### src/rtl/spi_txq_pkg.sv
package spi_txq_pkg;

   // events seen on the synchronised serial lines for one system clock
   typedef struct packed {
      logic lead;     // leading SCK edge (rising for cpol 0)
      logic trail;    // trailing SCK edge
      logic ss_fall;  // select just asserted
      logic ss_act;   // select currently asserted
   } spi_evt_t;

   // bit positions inside the synchroniser bundle
   localparam int unsigned PIN_SCK  = 0;
   localparam int unsigned PIN_SS   = 1;
   localparam int unsigned PIN_MOSI = 2;
   localparam int unsigned PIN_CNT  = 3;

endpackage

### src/rtl/spi_txq_sync.sv
module spi_txq_sync #(
   parameter int unsigned             W       = 3,
   parameter int unsigned             STAGES  = 2,
   parameter logic [W-1:0]            RST_VAL = '0
) (
   input  logic         clk,
   input  logic         rst_n,
   input  logic [W-1:0] d,
   output logic [W-1:0] q
);

   initial begin
      assert (STAGES >= 2) else $error("spi_txq_sync: STAGES must be at least 2");
   end

   for (genvar b = 0; b < W; b++) begin : g_bit
      logic [STAGES-1:0] chain;
      always_ff @(posedge clk or negedge rst_n) begin
         if (!rst_n) chain <= {STAGES{RST_VAL[b]}};
         else        chain <= {chain[STAGES-2:0], d[b]};
      end
      assign q[b] = chain[STAGES-1];
   end

endmodule

### src/rtl/spi_txq_edge.sv
module spi_txq_edge
   import spi_txq_pkg::*;
(
   input  logic     clk,
   input  logic     rst_n,
   input  logic     cpol,
   input  logic     sck_s,
   input  logic     ss_n_s,
   output spi_evt_t evt
);

   logic sck_d, ss_d;

   always_ff @(posedge clk or negedge rst_n) begin
      if (!rst_n) begin
         sck_d <= 1'b0;
         ss_d  <= 1'b1;
      end else begin
         sck_d <= sck_s;
         ss_d  <= ss_n_s;
      end
   end

   logic rise, fall;
   assign rise = sck_s & ~sck_d;
   assign fall = ~sck_s & sck_d;

   always_comb begin
      evt.lead    = cpol ? fall : rise;
      evt.trail   = cpol ? rise : fall;
      evt.ss_fall = ss_d & ~ss_n_s;
      evt.ss_act  = ~ss_n_s;
   end

endmodule

### src/rtl/spi_txq_engine.sv
module spi_txq_engine
   import spi_txq_pkg::*;
#(
   parameter int unsigned DATA_W = 8,
   localparam int unsigned CNT_W = $clog2(DATA_W + 1)
) (
   input  logic              clk,
   input  logic              rst_n,
   input  logic              cpha,
   input  spi_evt_t          evt,
   input  logic              mosi_s,
   input  logic [DATA_W-1:0] wr_data,
   input  logic              wr_en,
   output logic              miso,
   output logic              q_full,
   output logic              done_evt,
   output logic              udr_evt,
   output logic              rx_strobe,
   output logic [DATA_W-1:0] rx_byte
);

   localparam logic [CNT_W-1:0] LAST_BIT = CNT_W'(DATA_W - 1);
   localparam logic [CNT_W-1:0] ALL_BITS = CNT_W'(DATA_W);

   logic [DATA_W-1:0] tx_sh, rx_sh, last_q, q_data, next_byte;
   logic              q_vld;
   logic [CNT_W-1:0]  cnt;
   logic              start, capture, shift;

   always_comb begin
      if (cpha) begin
         start   = evt.ss_act & evt.lead & (cnt == '0);
         capture = evt.ss_act & evt.trail;
         shift   = evt.ss_act & evt.lead & (cnt != '0);
      end else begin
         start   = evt.ss_fall;
         capture = evt.ss_act & evt.lead & (cnt != ALL_BITS);
         shift   = evt.ss_act & evt.trail & (cnt != ALL_BITS) & (cnt != '0);
      end
   end

   assign next_byte = q_vld ? q_data : last_q;
   assign done_evt  = capture & (cnt == LAST_BIT);
   assign udr_evt   = start & ~q_vld;
   assign miso      = tx_sh[DATA_W-1];
   assign q_full    = q_vld;

   // bit counter
   always_ff @(posedge clk or negedge rst_n) begin
      if (!rst_n)            cnt <= '0;
      else if (!evt.ss_act)  cnt <= '0;
      else if (start)        cnt <= '0;
      else if (capture)      cnt <= (cpha && cnt == LAST_BIT) ? '0 : cnt + 1'b1;
   end

   // transmit side and one-entry queue
   always_ff @(posedge clk or negedge rst_n) begin
      if (!rst_n) begin
         tx_sh  <= '0;
         last_q <= '0;
         q_data <= '0;
         q_vld  <= 1'b0;
      end else begin
         if (start) begin
            tx_sh  <= next_byte;
            last_q <= next_byte;
            q_vld  <= wr_en;
         end else begin
            if (shift) tx_sh <= {tx_sh[DATA_W-2:0], 1'b0};
            if (wr_en) q_vld <= 1'b1;
         end
         if (wr_en) q_data <= wr_data;
      end
   end

   // receive side
   always_ff @(posedge clk or negedge rst_n) begin
      if (!rst_n) begin
         rx_sh     <= '0;
         rx_byte   <= '0;
         rx_strobe <= 1'b0;
      end else begin
         rx_strobe <= done_evt;
         if (capture)  rx_sh   <= {rx_sh[DATA_W-2:0], mosi_s};
         if (done_evt) rx_byte <= {rx_sh[DATA_W-2:0], mosi_s};
      end
   end


   ss_idle_cnt_chk: assert property (@(posedge clk) disable iff (!rst_n)
      !evt.ss_act |=> cnt == '0);


   full_hold_chk: assert property (@(posedge clk) disable iff (!rst_n)
      (!cpha && evt.ss_act && cnt == ALL_BITS) |=> (cnt == ALL_BITS || cnt == '0));


   q_fill_chk: assert property (@(posedge clk) disable iff (!rst_n)
      wr_en |=> q_vld);


   done_pulse_chk: assert property (@(posedge clk) disable iff (!rst_n)
      rx_strobe |=> !rx_strobe);

endmodule

### src/rtl/spi_slave_txq.sv
module spi_slave_txq
   import spi_txq_pkg::*;
#(
   parameter int unsigned DATA_W      = 8,
   parameter int unsigned SYNC_STAGES = 2
) (
   input  logic              clk,
   input  logic              rst_n,
   input  logic              cfg_cpol,
   input  logic              cfg_cpha,
   input  logic              sck_i,
   input  logic              ss_n_i,
   input  logic              mosi_i,
   output logic              miso_o,
   output logic              miso_oe_o,
   input  logic [DATA_W-1:0] tx_data_i,
   input  logic              tx_wr_i,
   output logic              tx_full_o,
   output logic              rx_valid_o,
   output logic [DATA_W-1:0] rx_data_o,
   input  logic              rx_rd_i,
   output logic              rx_ovr_o,
   output logic              tx_udr_o,
   input  logic              flag_clr_i
);

   initial begin
      assert (DATA_W >= 2) else $error("spi_slave_txq: DATA_W must be at least 2");
   end

   localparam logic [PIN_CNT-1:0] PIN_RST = PIN_CNT'(1) << PIN_SS;

   logic [PIN_CNT-1:0] pins_raw, pins_s;
   spi_evt_t           evt;
   logic               done_evt, udr_evt, rx_unread;

   always_comb begin
      pins_raw           = '0;
      pins_raw[PIN_SCK]  = sck_i;
      pins_raw[PIN_SS]   = ss_n_i;
      pins_raw[PIN_MOSI] = mosi_i;
   end

   spi_txq_sync #(.W(PIN_CNT), .STAGES(SYNC_STAGES), .RST_VAL(PIN_RST)) u_sync (
      .clk (clk), .rst_n (rst_n), .d (pins_raw), .q (pins_s)
   );

   spi_txq_edge u_edge (
      .clk (clk), .rst_n (rst_n), .cpol (cfg_cpol),
      .sck_s (pins_s[PIN_SCK]), .ss_n_s (pins_s[PIN_SS]), .evt (evt)
   );

   spi_txq_engine #(.DATA_W(DATA_W)) u_eng (
      .clk (clk), .rst_n (rst_n), .cpha (cfg_cpha), .evt (evt),
      .mosi_s (pins_s[PIN_MOSI]), .wr_data (tx_data_i), .wr_en (tx_wr_i),
      .miso (miso_o), .q_full (tx_full_o), .done_evt (done_evt),
      .udr_evt (udr_evt), .rx_strobe (rx_valid_o), .rx_byte (rx_data_o)
   );

   assign miso_oe_o = evt.ss_act;

   always_ff @(posedge clk or negedge rst_n) begin
      if (!rst_n) begin
         rx_unread <= 1'b0;
         rx_ovr_o  <= 1'b0;
         tx_udr_o  <= 1'b0;
      end else begin
         if (flag_clr_i) begin
            rx_ovr_o <= 1'b0;
            tx_udr_o <= 1'b0;
         end
         if (done_evt && rx_unread && !rx_rd_i) rx_ovr_o <= 1'b1;
         if (udr_evt) tx_udr_o <= 1'b1;
         if (done_evt)     rx_unread <= 1'b1;
         else if (rx_rd_i) rx_unread <= 1'b0;
      end
   end


   udr_sticky_chk: assert property (@(posedge clk) disable iff (!rst_n)
      (tx_udr_o && !flag_clr_i) |=> tx_udr_o);


   ovr_sticky_chk: assert property (@(posedge clk) disable iff (!rst_n)
      (rx_ovr_o && !flag_clr_i) |=> rx_ovr_o);


   oe_idle_chk: assert property (@(posedge clk) disable iff (!rst_n)
      $rose(ss_n_i) |=> ##2 !miso_oe_o);

endmodule

### config.mk
export PLATFORM = sky130hd
export DESIGN_NAME = spi_slave_txq
export DESIGN_NICKNAME = d
export VERILOG_FILES = /design/src/rtl/spi_txq_pkg.sv /design/src/rtl/spi_txq_sync.sv /design/src/rtl/spi_txq_edge.sv /design/src/rtl/spi_txq_engine.sv /design/src/rtl/spi_slave_txq.sv
export SDC_FILE = /design/constraint.sdc
export NUM_CORES = 1
export LEC_CHECK = 0
export ABC_AREA = 0
export BUFFER_PORTS_ARGS = -buffer_cell sky130_fd_sc_hd__buf_2
export CAP_MARGIN = 0
export CORE_UTILIZATION = 56
export DETAILED_ROUTE_END_ITERATION = 6
export PLACE_DENSITY = 0.78
export SLEW_MARGIN = 20
export SYNTH_ARGS = -nofsm -noshare
export SYNTH_HDL_FRONTEND = slang
export SYNTH_SLANG_ARGS = --single-unit
### constraint.sdc
create_clock -name clk -period 2.5 [get_ports clk]
set_clock_uncertainty 0.1 [all_clocks]
set_input_delay 0.25 -clock clk [delete_from_list [all_inputs] [get_ports clk]]
set_output_delay 0.25 -clock clk [all_outputs]
set_load 0.05 [all_outputs]
# Word-level counts from Yosys, hierarchy flattened
# Cells that the tools add are included.
[op_classes]
addsub = 1
mul = 0
n_div = 0
n_lt_le_gt_ge = 0
eq_ne = 2
shifts = 0
n_mux = 19
bitwise_logic = 16
reduce_logical = 12
[ops]
columns = ["operator", "count"]
rows = [
  ["2-to-1 mux 8 bit", 3],
  ["2-to-1 mux 4 bit", 4],
  ["AND 1 bit", 12],
  ["2-to-1 mux 1 bit", 12],
  ["nonzero test 2 bit", 5],
  ["adder 4 x 1 -> 4 bit (second input constant)", 1],
  ["== test 4 x 3 -> 1 bit (second input constant)", 1],
  ["zero test 4 bit", 1],
  ["inequality test 4 bit (second input constant)", 1],
  ["inverter 1 bit", 4],
  ["nonzero test 4 bit", 1],
  ["logical AND 1 bit", 3],
  ["nonzero test 3 bit", 1],
  ["zero test 1 bit", 1],
]
[totals]
ff_bits = 56
latchBits = 0
ram_bits = 0
romBits = 0
in_bits = 18
out_inout_bits = 14
elab_cells = 66
mem_count = 0

# Longest topological paths before layout
# Gate-level depths: netlist of run 1.
[depth]
word_depth = 10
ltp_mapped = 8
mapped_depth_nobuf = 7

# By module
# A second synthesis of run 1 with hierarchy kept.
[hier_totals]
hier_cells = 179
hier_area_um2 = 2477.4
[by_module_without_submodules]
columns = ["mod", "n_inst", "cells_each", "area_per_inst_um2", "seq_area_each_um2"]
rows = [
  ["spi_txq_engine", 1, 154, 2098.3, 1126.1],
  ["spi_txq_sync", 1, 9, 175.2, 152.6],
  ["spi_slave_txq", 1, 8, 108.9, 75.1],
  ["spi_txq_edge", 1, 8, 95.1, 51.3],
]

# Worst setup path after synthesis of run 1
# OpenSTA, ideal clock, no wires.
[synth_path]
kind = "reg2reg"
start = "reg u_eng.cnt[0]"
end = "reg u_eng.rx_byte[0]"
setup_time_ps = 125
t_arrival_ps = 1834
required_time_ps = 2275
path_slack_ps = 441
path_stages_with_launch = 9
n_path_buf = 1
period_less_slack_ps = 2059
cell_sequence = "dfrtp_1 inv_1 ha_1 nor2b_1 a2bb2oi_1 a41oi_4 nor3_2 buf_6 mux2_4"
[synth_between]
elab_chain_len = 4
word_cells_on_any_way = 5
cone_classes = "2 x eq/ne; 1 x mux; 2 x bitwise"
[synth_lines]
columns = ["item", "line", "rtl"]
rows = [
  ["from (decl)", "spi_txq_engine.sv:27", "logic [CNT_W-1:0] cnt;"],
  ["from (signal assigned)", "spi_txq_engine.sv:53", "else if (capture) cnt <= (cpha && cnt == LAST_BIT) ? '0 : cnt + 1'b1;"],
  ["inequality test 4 bit", "spi_txq_engine.sv:37", "capture = evt.ss_act & evt.lead & (cnt != ALL_BITS);"],
  ["AND 1 bit", "spi_txq_engine.sv:37", ""],
  ["2-to-1 mux 1 bit", "spi_txq_engine.sv:31", "if (cpha) begin"],
  ["AND 1 bit *", "spi_txq_engine.sv:43", "assign done_evt = capture & (cnt == LAST_BIT);"],
  ["net done_evt", "spi_slave_txq.sv:35", "logic done_evt, udr_evt, rx_unread;"],
  ["to (signal assigned)", "spi_txq_engine.sv:85", "if (done_evt) rx_byte <= {rx_sh[DATA_W-2:0], mosi_s};"],
  ["to (decl)", "spi_txq_engine.sv:19", "output logic [DATA_W-1:0] rx_byte"],
]
# The timed path passes the listed nets; every way through them passes the cells marked *.
# A chain may end at the register's enable or synchronous reset.

# Worst setup path in the final report of run 1
[layout_path]
start = "reg u_eng.cnt[0]"
end = "reg u_eng.cnt[3]"
[layout_between]
elab_chain_len = 6
word_cells_on_any_way = 14
cone_classes = "1 x add/sub; 2 x eq/ne; 6 x mux; 2 x bitwise; 3 x reduce/logical"
[layout_lines]
columns = ["item"]
rows = [
  ["branches (longest 6 deep; another with adder 4 x 1 -> 4 bit)"],
]
# Parallel ways; which one is timed is not known. The select of a mux whose other input is x is not followed.

==> metrics, run 1 <==
status=completed; # clock sinks=56; Post-CTS Setup Repair Bufs=0; max cap viols=0; post-synthesis register bit count=56; r2r endpoint=u_eng.cnt[3]$_DFFE_PN0P_; Hold Violations, Final=0; Int Pwr=0.00148 W; io pins=32; CTS Buffer Depth=2; Setup WS pre-CTS=0.347 ns; Syn Std Cell Area=2380 um2; Routed Antenna Nets=0; clk_lat worst skew=0.31 ns; initial core utilization=59.1%; Critical Path RT=2.62 ns; core area=4030 um2; Hold Crit Endpoint=u_eng.q_data[7]$_DFFE_PN0P_; first-pass GRT wire length=7170 um; Global Route Usage Sum=21.9%; vias per cell=5.60; Crit. End Element=flip-flop; Synth Net Count=208; Yosys warnings=0; Arr. time, crit path=2.30 ns; post-synthesis sequential area ratio=59.0%; # H-tree levels=2; number of global-route vias before repair=1536; worst hold-check path type=input port to flip-flop; Avg WL per Cell=15.1 um; cells after synthesis=188; Slew Limit Fails=0; Peak VDD IR=0.547 mV; EDFF count, synth=0; Fmax achieved=459 MHz; 1st-iter DRT viols=43; multi-input logic area=910 um2; FF+latch area=1410 um2; post-synthesis average cell area=12.7 um2; Critical Path Start Type=flip-flop; Reg-to-Reg Start=u_eng.cnt[0]$_DFFE_PN0P_; Setup TNS=0 ns; R2R Setup Slk=0.32 ns; P_leak=1.31 nW; PortBufs=31; DIE HEIGHT=67.2 um; Die Wd=67.2 um; CTS tree=done; CTS clk-pin slew, worst paths=0.09 ns; final setup fails=0; area grow syn2layout=15.6%; cells on worst reg2reg path=8; RSZ-0062 raised after global routing=no; largest net degree at the start of global routing=30; Detailed Routing Iterations Pass 1=4; Post-synth ARST share=100%; layout cells sized above 1=33.0%; Sw Ratio=25.9%; ant diodes=0; Std-Cell Rows=23; Netlist cell types=38; setup slack after layout=0.323 ns; fin crit period=2.18 ns; total net switching power=0.000517 W; fill cell count=298; maximum net fanout on the critical path=14; GPL Wtd Cong=0.805; Slew @ Worst Pin=0.568 ns; Num CTS Buffers=5; crit share post-route=87.1%; hold path cells=2; hold wc startpoint=tx_data_i[7]; total power divided by cell area=727 nW/um2; Comb power frac=14.3%; clock network fraction of design power=28.8%; clock root cell=clkbuf_8; layout net count=249; DRT Wirelength=4230 um; Slew headroom=62.1%; global route total overflow=0; full die area=4520 um2; DRC Markers=0; dpl hpwl=3090 um; CP Class=flip-flop to flip-flop; Vias=1568; sequential share of power=56.9%; ys flop type=dfrtp_1; initial antenna violation count=0
-- worst max-delay path, cell delays in order (launching register included) --
cell	delay, ns
dfrtp_1	0.43
inv_1	0.06
ha_1	0.20
nor2b_1	0.14
a2bb2oi_1	0.25
a41oi_4	0.15
buf_4	0.21
a2111o_1	0.39
a21boi_1	0.16
-- placed cells by master, fill, tap and decap left out, types with 2 or more instances in the layout --
cell	instances
dfrtp_1	53
buf_2	31
nor2_1	23
mux2_2	17
nand2_1	12
nor2b_1	11
inv_1	8
a211oi_1	7
o31ai_1	7
mux2_4	7
clkbuf_8	5
buf_4	5
dlygate4sd3_1	4
o21ai_0	3
dfstp_2	3
nor3b_1	2
and3b_1	2
nor3_2	2
o21a_1	2
a211o_1	2
mux2i_1	2
a21o_1	2
ha_1	2
-- area by class of cell --
class                           count  area share (%)
Inverter                            8            1.09
Clock buffer                        5            2.50
Timing Repair Buffer               40            8.46
Sequential cell                    56            51.1
Tap cell                           50            2.27
Multi-Input combinational cell    118            33.1
Clock inverter                      3            1.55
-- layer usage --
layer  vias to the layer above  global-route usage, %  share of wire, %
met5                         -                      0                 0
met4                         0                   8.51              0.90
met3                         5                   4.73               3.4
met2                        38                   36.0                50
met1                       791                   28.3                45
li1                        734                      -                 -
-- synth_stat cells (all sizes together) (3+ instances only) --
library cell | number | share of area, %
nor2b | 11 | 2.9
o21ai | 4 | 1.0
o31ai | 7 | 2.2
nor2 | 23 | 3.6
nor3 | 3 | 1.1
a211oi | 7 | 2.2
buf | 4 | 1.2
dfstp | 3 | 3.3
nand2 | 12 | 1.9
mux2 | 24 | 12
dfrtp | 53 | 56
inv | 8 | 1.3
-- flip-flops by register name (all words and copies together), names as in the netlist, 4 cells and up --
register and cells:
u_eng.tx_sh 8, u_eng.q_data 8, u_eng.rx_byte 8, u_eng.last_q 8, u_eng.rx_sh 7, u_eng.cnt 4
u_sync.g_bit.chain 6
-- per-stage QoR --
step | hold slack, ns | util, % | total power [W] | std cells | area [um2]
global placement | 0.0338 | 64.5 | 0.00141 | 268 | 2600
global route | 0.0627 | 68.3 | 0.00210 | 280 | 2750
detailed placement | 0.0404 | 64.5 | 0.00144 | 268 | 2600
finish | 0.0714 | 68.3 | 0.00200 | 280 | 2750
CTS | 0.0579 | 68.3 | 0.00202 | 280 | 2750
floorplan | -0.146 | - | 0.00134 | 188 | 2380
-- power by group through the flow --
stage | clock network [W] | logic (W) | registers, W
2_1_floorplan | 0 | 0.000193 | 0.00114
3_3_place_gp | 0 | 0.000271 | 0.00114
3_5_place_dp | 0 | 0.000286 | 0.00116
4_1_cts | 0.000590 | 0.000291 | 0.00114
5_1_grt | 0.000617 | 0.000322 | 0.00116
6_report | 0.000576 | 0.000286 | 0.00114
-- how the worst max path moves through the flow --
stage                                   from                      endpoint  slack [ns]
floorplan           u_eng.cnt[0]$_DFFE_PN0P_  u_eng.rx_byte[0]$_DFFE_PN0P_        0.44
global placement    u_eng.cnt[0]$_DFFE_PN0P_  u_eng.rx_byte[7]$_DFFE_PN0P_        0.44
detailed placement  u_eng.cnt[0]$_DFFE_PN0P_      u_eng.cnt[2]$_DFFE_PN0P_        0.35
CTS                 u_eng.cnt[0]$_DFFE_PN0P_      u_eng.cnt[2]$_DFFE_PN0P_        0.33
global route        u_eng.cnt[0]$_DFFE_PN0P_      u_eng.cnt[3]$_DFFE_PN0P_        0.19
finish              u_eng.cnt[0]$_DFFE_PN0P_      u_eng.cnt[3]$_DFFE_PN0P_        0.32
-- what timing repair did --
action,4_1_cts,5_1_grt
gates resized for setup,0,0
endpoints found under the hold margin,13,0
hold buffers,4,0
-- kinds of logic (layout without fill, tap and decap cells) --
family / after synthesis / after routing / share of synthesized area [%]
adder cells (fa/ha/maj): 2 / 2 / 1.05
AO/OA/AOI/OAI: 34 / 34 / 11.9
AND/OR/NAND/NOR: 56 / 56 / 12.0
buffers and inverters: 14 / 56 / 2.79
multiplexers: 26 / 26 / 13.3
flip-flops: 56 / 56 / 59.0
Note: power is estimated with default switching activity, not from simulation.
==> run 2, diff against run 1 <==
--- a/config.mk
+++ b/config.mk
@@ -8,9 +8,10 @@
 export ABC_AREA = 0
 export BUFFER_PORTS_ARGS = -buffer_cell sky130_fd_sc_hd__buf_2
 export CAP_MARGIN = 0
-export CORE_UTILIZATION = 56
+export CORE_UTILIZATION = 61
+export CTS_CLUSTER_SIZE = 40
 export DETAILED_ROUTE_END_ITERATION = 6
-export PLACE_DENSITY = 0.78
+export PLACE_DENSITY = 0.84
 export SLEW_MARGIN = 20
 export SYNTH_ARGS = -nofsm -noshare
 export SYNTH_HDL_FRONTEND = slang
==> constraint.sdc (replaced) <==
create_clock -name clk -period 2.78 [get_ports clk]
set_clock_uncertainty 0.1 [all_clocks]
set_input_delay 0.278 -clock clk [delete_from_list [all_inputs] [get_ports clk]]
set_output_delay 0.278 -clock clk [all_outputs]
set_load 0.05 [all_outputs]
==> metrics, run 2 (synthesized netlist as in run 1, its figures left out) <==
global route total overflow=0 (unchanged); Arr. time, crit path=2.54 ns (+0.24 ns); maximum net fanout on the critical path=15 (+1); CTS clk-pin slew, worst paths=0.10 ns (about the same); Setup TNS=0 ns (unchanged); core area=3690 um2 (-8.4%); PortBufs=31 (unchanged); DRC Markers=0 (unchanged); worst hold-check path type=input port to flip-flop; Global Route Usage Sum=25.4% (+3.5 points); Hold Violations, Final=0 (unchanged); Slew @ Worst Pin=0.632 ns (+0.0634 ns); dpl hpwl=3270 um (+5.9%); layout net count=248 (-0.40%); Hold Crit Endpoint=u_eng.q_data[5]$_DFFE_PN0P_; DRT Wirelength=4770 um (+13%); leading cell type in the layout, fill and taps excluded=dfrtp_1; # clock sinks=56 (unchanged); Peak VDD IR=0.649 mV (+19%); clock root cell=clkbuf_8; number of global-route vias before repair=1671 (+8.8%); clk_lat worst skew=0.31 ns (about the same); total power divided by cell area=645 nW/um2 (-11%); first-pass GRT wire length=7770 um (+8.4%); CTS Buffer Depth=2 (unchanged); layout cells sized above 1=32.3% (-0.73 points); CTS tree=done; Die Wd=64.5 um (-4.1%); crit share post-route=87.8% (+0.67 points); post-layout util=73.8% (+5.6 points); vias per cell=5.86 (+4.6%); io pins=32 (unchanged); hold path cells=2 (unchanged); Detailed Routing Iterations Pass 1=4 (unchanged); max cap viols=0 (unchanged); Slew headroom=57.9% (-4.2 points); P_leak=1.29 nW (-1.1%); initial core utilization=64.6% (+5.5 points); Routed Antenna Nets=0 (unchanged); GPL Wtd Cong=0.823 (+2.2%); Finished Layout Cells=277 (-1.1%); Crit. End Element=flip-flop; Std-Cell Rows=22 (-4.3%); DIE HEIGHT=64.5 um (-4.1%); full die area=4160 um2 (-8.0%); largest net degree at the start of global routing=23 (-23%); RSZ-0062 raised after global routing=no; R2R Setup Slk=0.34 ns (+0.02 ns); area grow syn2layout=14.4%; Critical Path Start Type=flip-flop; # H-tree levels=2 (unchanged); initial antenna violation count=0 (unchanged); commonest non-fill, non-tap cells in the layout=53 x dfrtp_1, 31 x buf_2, 23 x nor2_1, 17 x mux2_2, 12 x nand2_1; CP Class=flip-flop to flip-flop; final setup fails=0 (unchanged); 1st-iter DRT viols=76 (+77%); Critical Path RT=2.88 ns (+0.26 ns); Vias=1622 (+3.4%); DP Cell Count=265 (-1.1%); Avg WL per Cell=17.2 um (+14%); hold wc startpoint=tx_data_i[5]; fill cell count=253 (-15%); Fmax achieved=410 MHz (-11%); Slew Limit Fails=0 (unchanged); cells on worst reg2reg path=8 (unchanged); crit path from=u_eng.cnt[0]$_DFFE_PN0P_; r2r endpoint=u_eng.rx_byte[7]$_DFFE_PN0P_; fin crit period=2.44 ns (+0.263 ns); status=completed; Num CTS Buffers=5 (unchanged); ant diodes=0 (unchanged); Reg-to-Reg Start=u_eng.cnt[0]$_DFFE_PN0P_
[run 2: worst max path at each step]
stage | endpoint | slack, ns | depth (start not counted)
3_5_place_dp | u_eng.rx_byte[7]$_DFFE_PN0P_ | 0.43 | 8
3_3_place_gp | u_eng.rx_byte[7]$_DFFE_PN0P_ | 0.54 | 8
5_1_grt | u_eng.rx_byte[7]$_DFFE_PN0P_ | 0.19 | 8
2_1_floorplan | u_eng.rx_byte[0]$_DFFE_PN0P_ | 0.72 | 8
4_1_cts | u_eng.rx_byte[7]$_DFFE_PN0P_ | 0.37 | 8
6_report | u_eng.rx_byte[7]$_DFFE_PN0P_ | 0.34 | 8
[run 2: routing by layer]
metal	global-route usage, %	wire, um	vias to the layer above	share of wire (%)
li1	-	-	739	-
met5	0	0	-	0
met4	10.6	91	0	1.9
met3	5.11	175	10	3.7
met2	44.6	2550	54	53
met1	30.3	1960	819	41
[run 2: what timing repair did]
| item | in CTS | in global routing |
|---|---|---|
| hold buffers | 4 | 0 |
| endpoints found under the hold margin | 20 | 0 |
| resized for setup | 0 | 0 |
| buffers inserted | 0 | 0 |
[run 2: critical path, stage by stage, from the launching register on]
cell and delay, ns:
dfrtp_1 0.43, inv_1 0.06, ha_1 0.19, nor2b_1 0.13
a2bb2oi_1 0.30, a41oi_4 0.32, nor3_2 0.19, buf_4 0.24
mux2_2 0.36
[run 2: cell type report]
class / count / area (um2) / area share (%)
clock inverters: 1 / 7.51 / 0.276
repair buffers: 39 / 225 / 8.27
inverters: 8 / 30.0 / 1.10
well taps: 48 / 60.1 / 2.20
clock buffers: 7 / 86.3 / 3.17
multi-input cells: 118 / 910 / 33.4
flip-flops and latches: 56 / 1410 / 51.6
[run 2: metrics by stage]
stage	total power, W	hold slack (ns)	instance area [um2]	setup slack (ns)
2_1_floorplan	0.00120	-0.118	2380	0.721
3_3_place_gp	0.00127	0.158	2590	0.538
3_5_place_dp	0.00130	0.168	2590	0.426
4_1_cts	0.00175	0.103	2720	0.374
5_1_grt	0.00182	0.0998	2720	0.188
6_report	0.00176	0.104	2720	0.340
[run 2: where the power goes]
part / leakage [nW] / internal, W / switching (W)
logic: 0.555 / 0.000127 / 0.000140
clock network: 0.0445 / 0.000203 / 0.000258
registers: 0.693 / 0.000939 / 0.0000897
total: 1.29 / 0.00127 / 0.000488
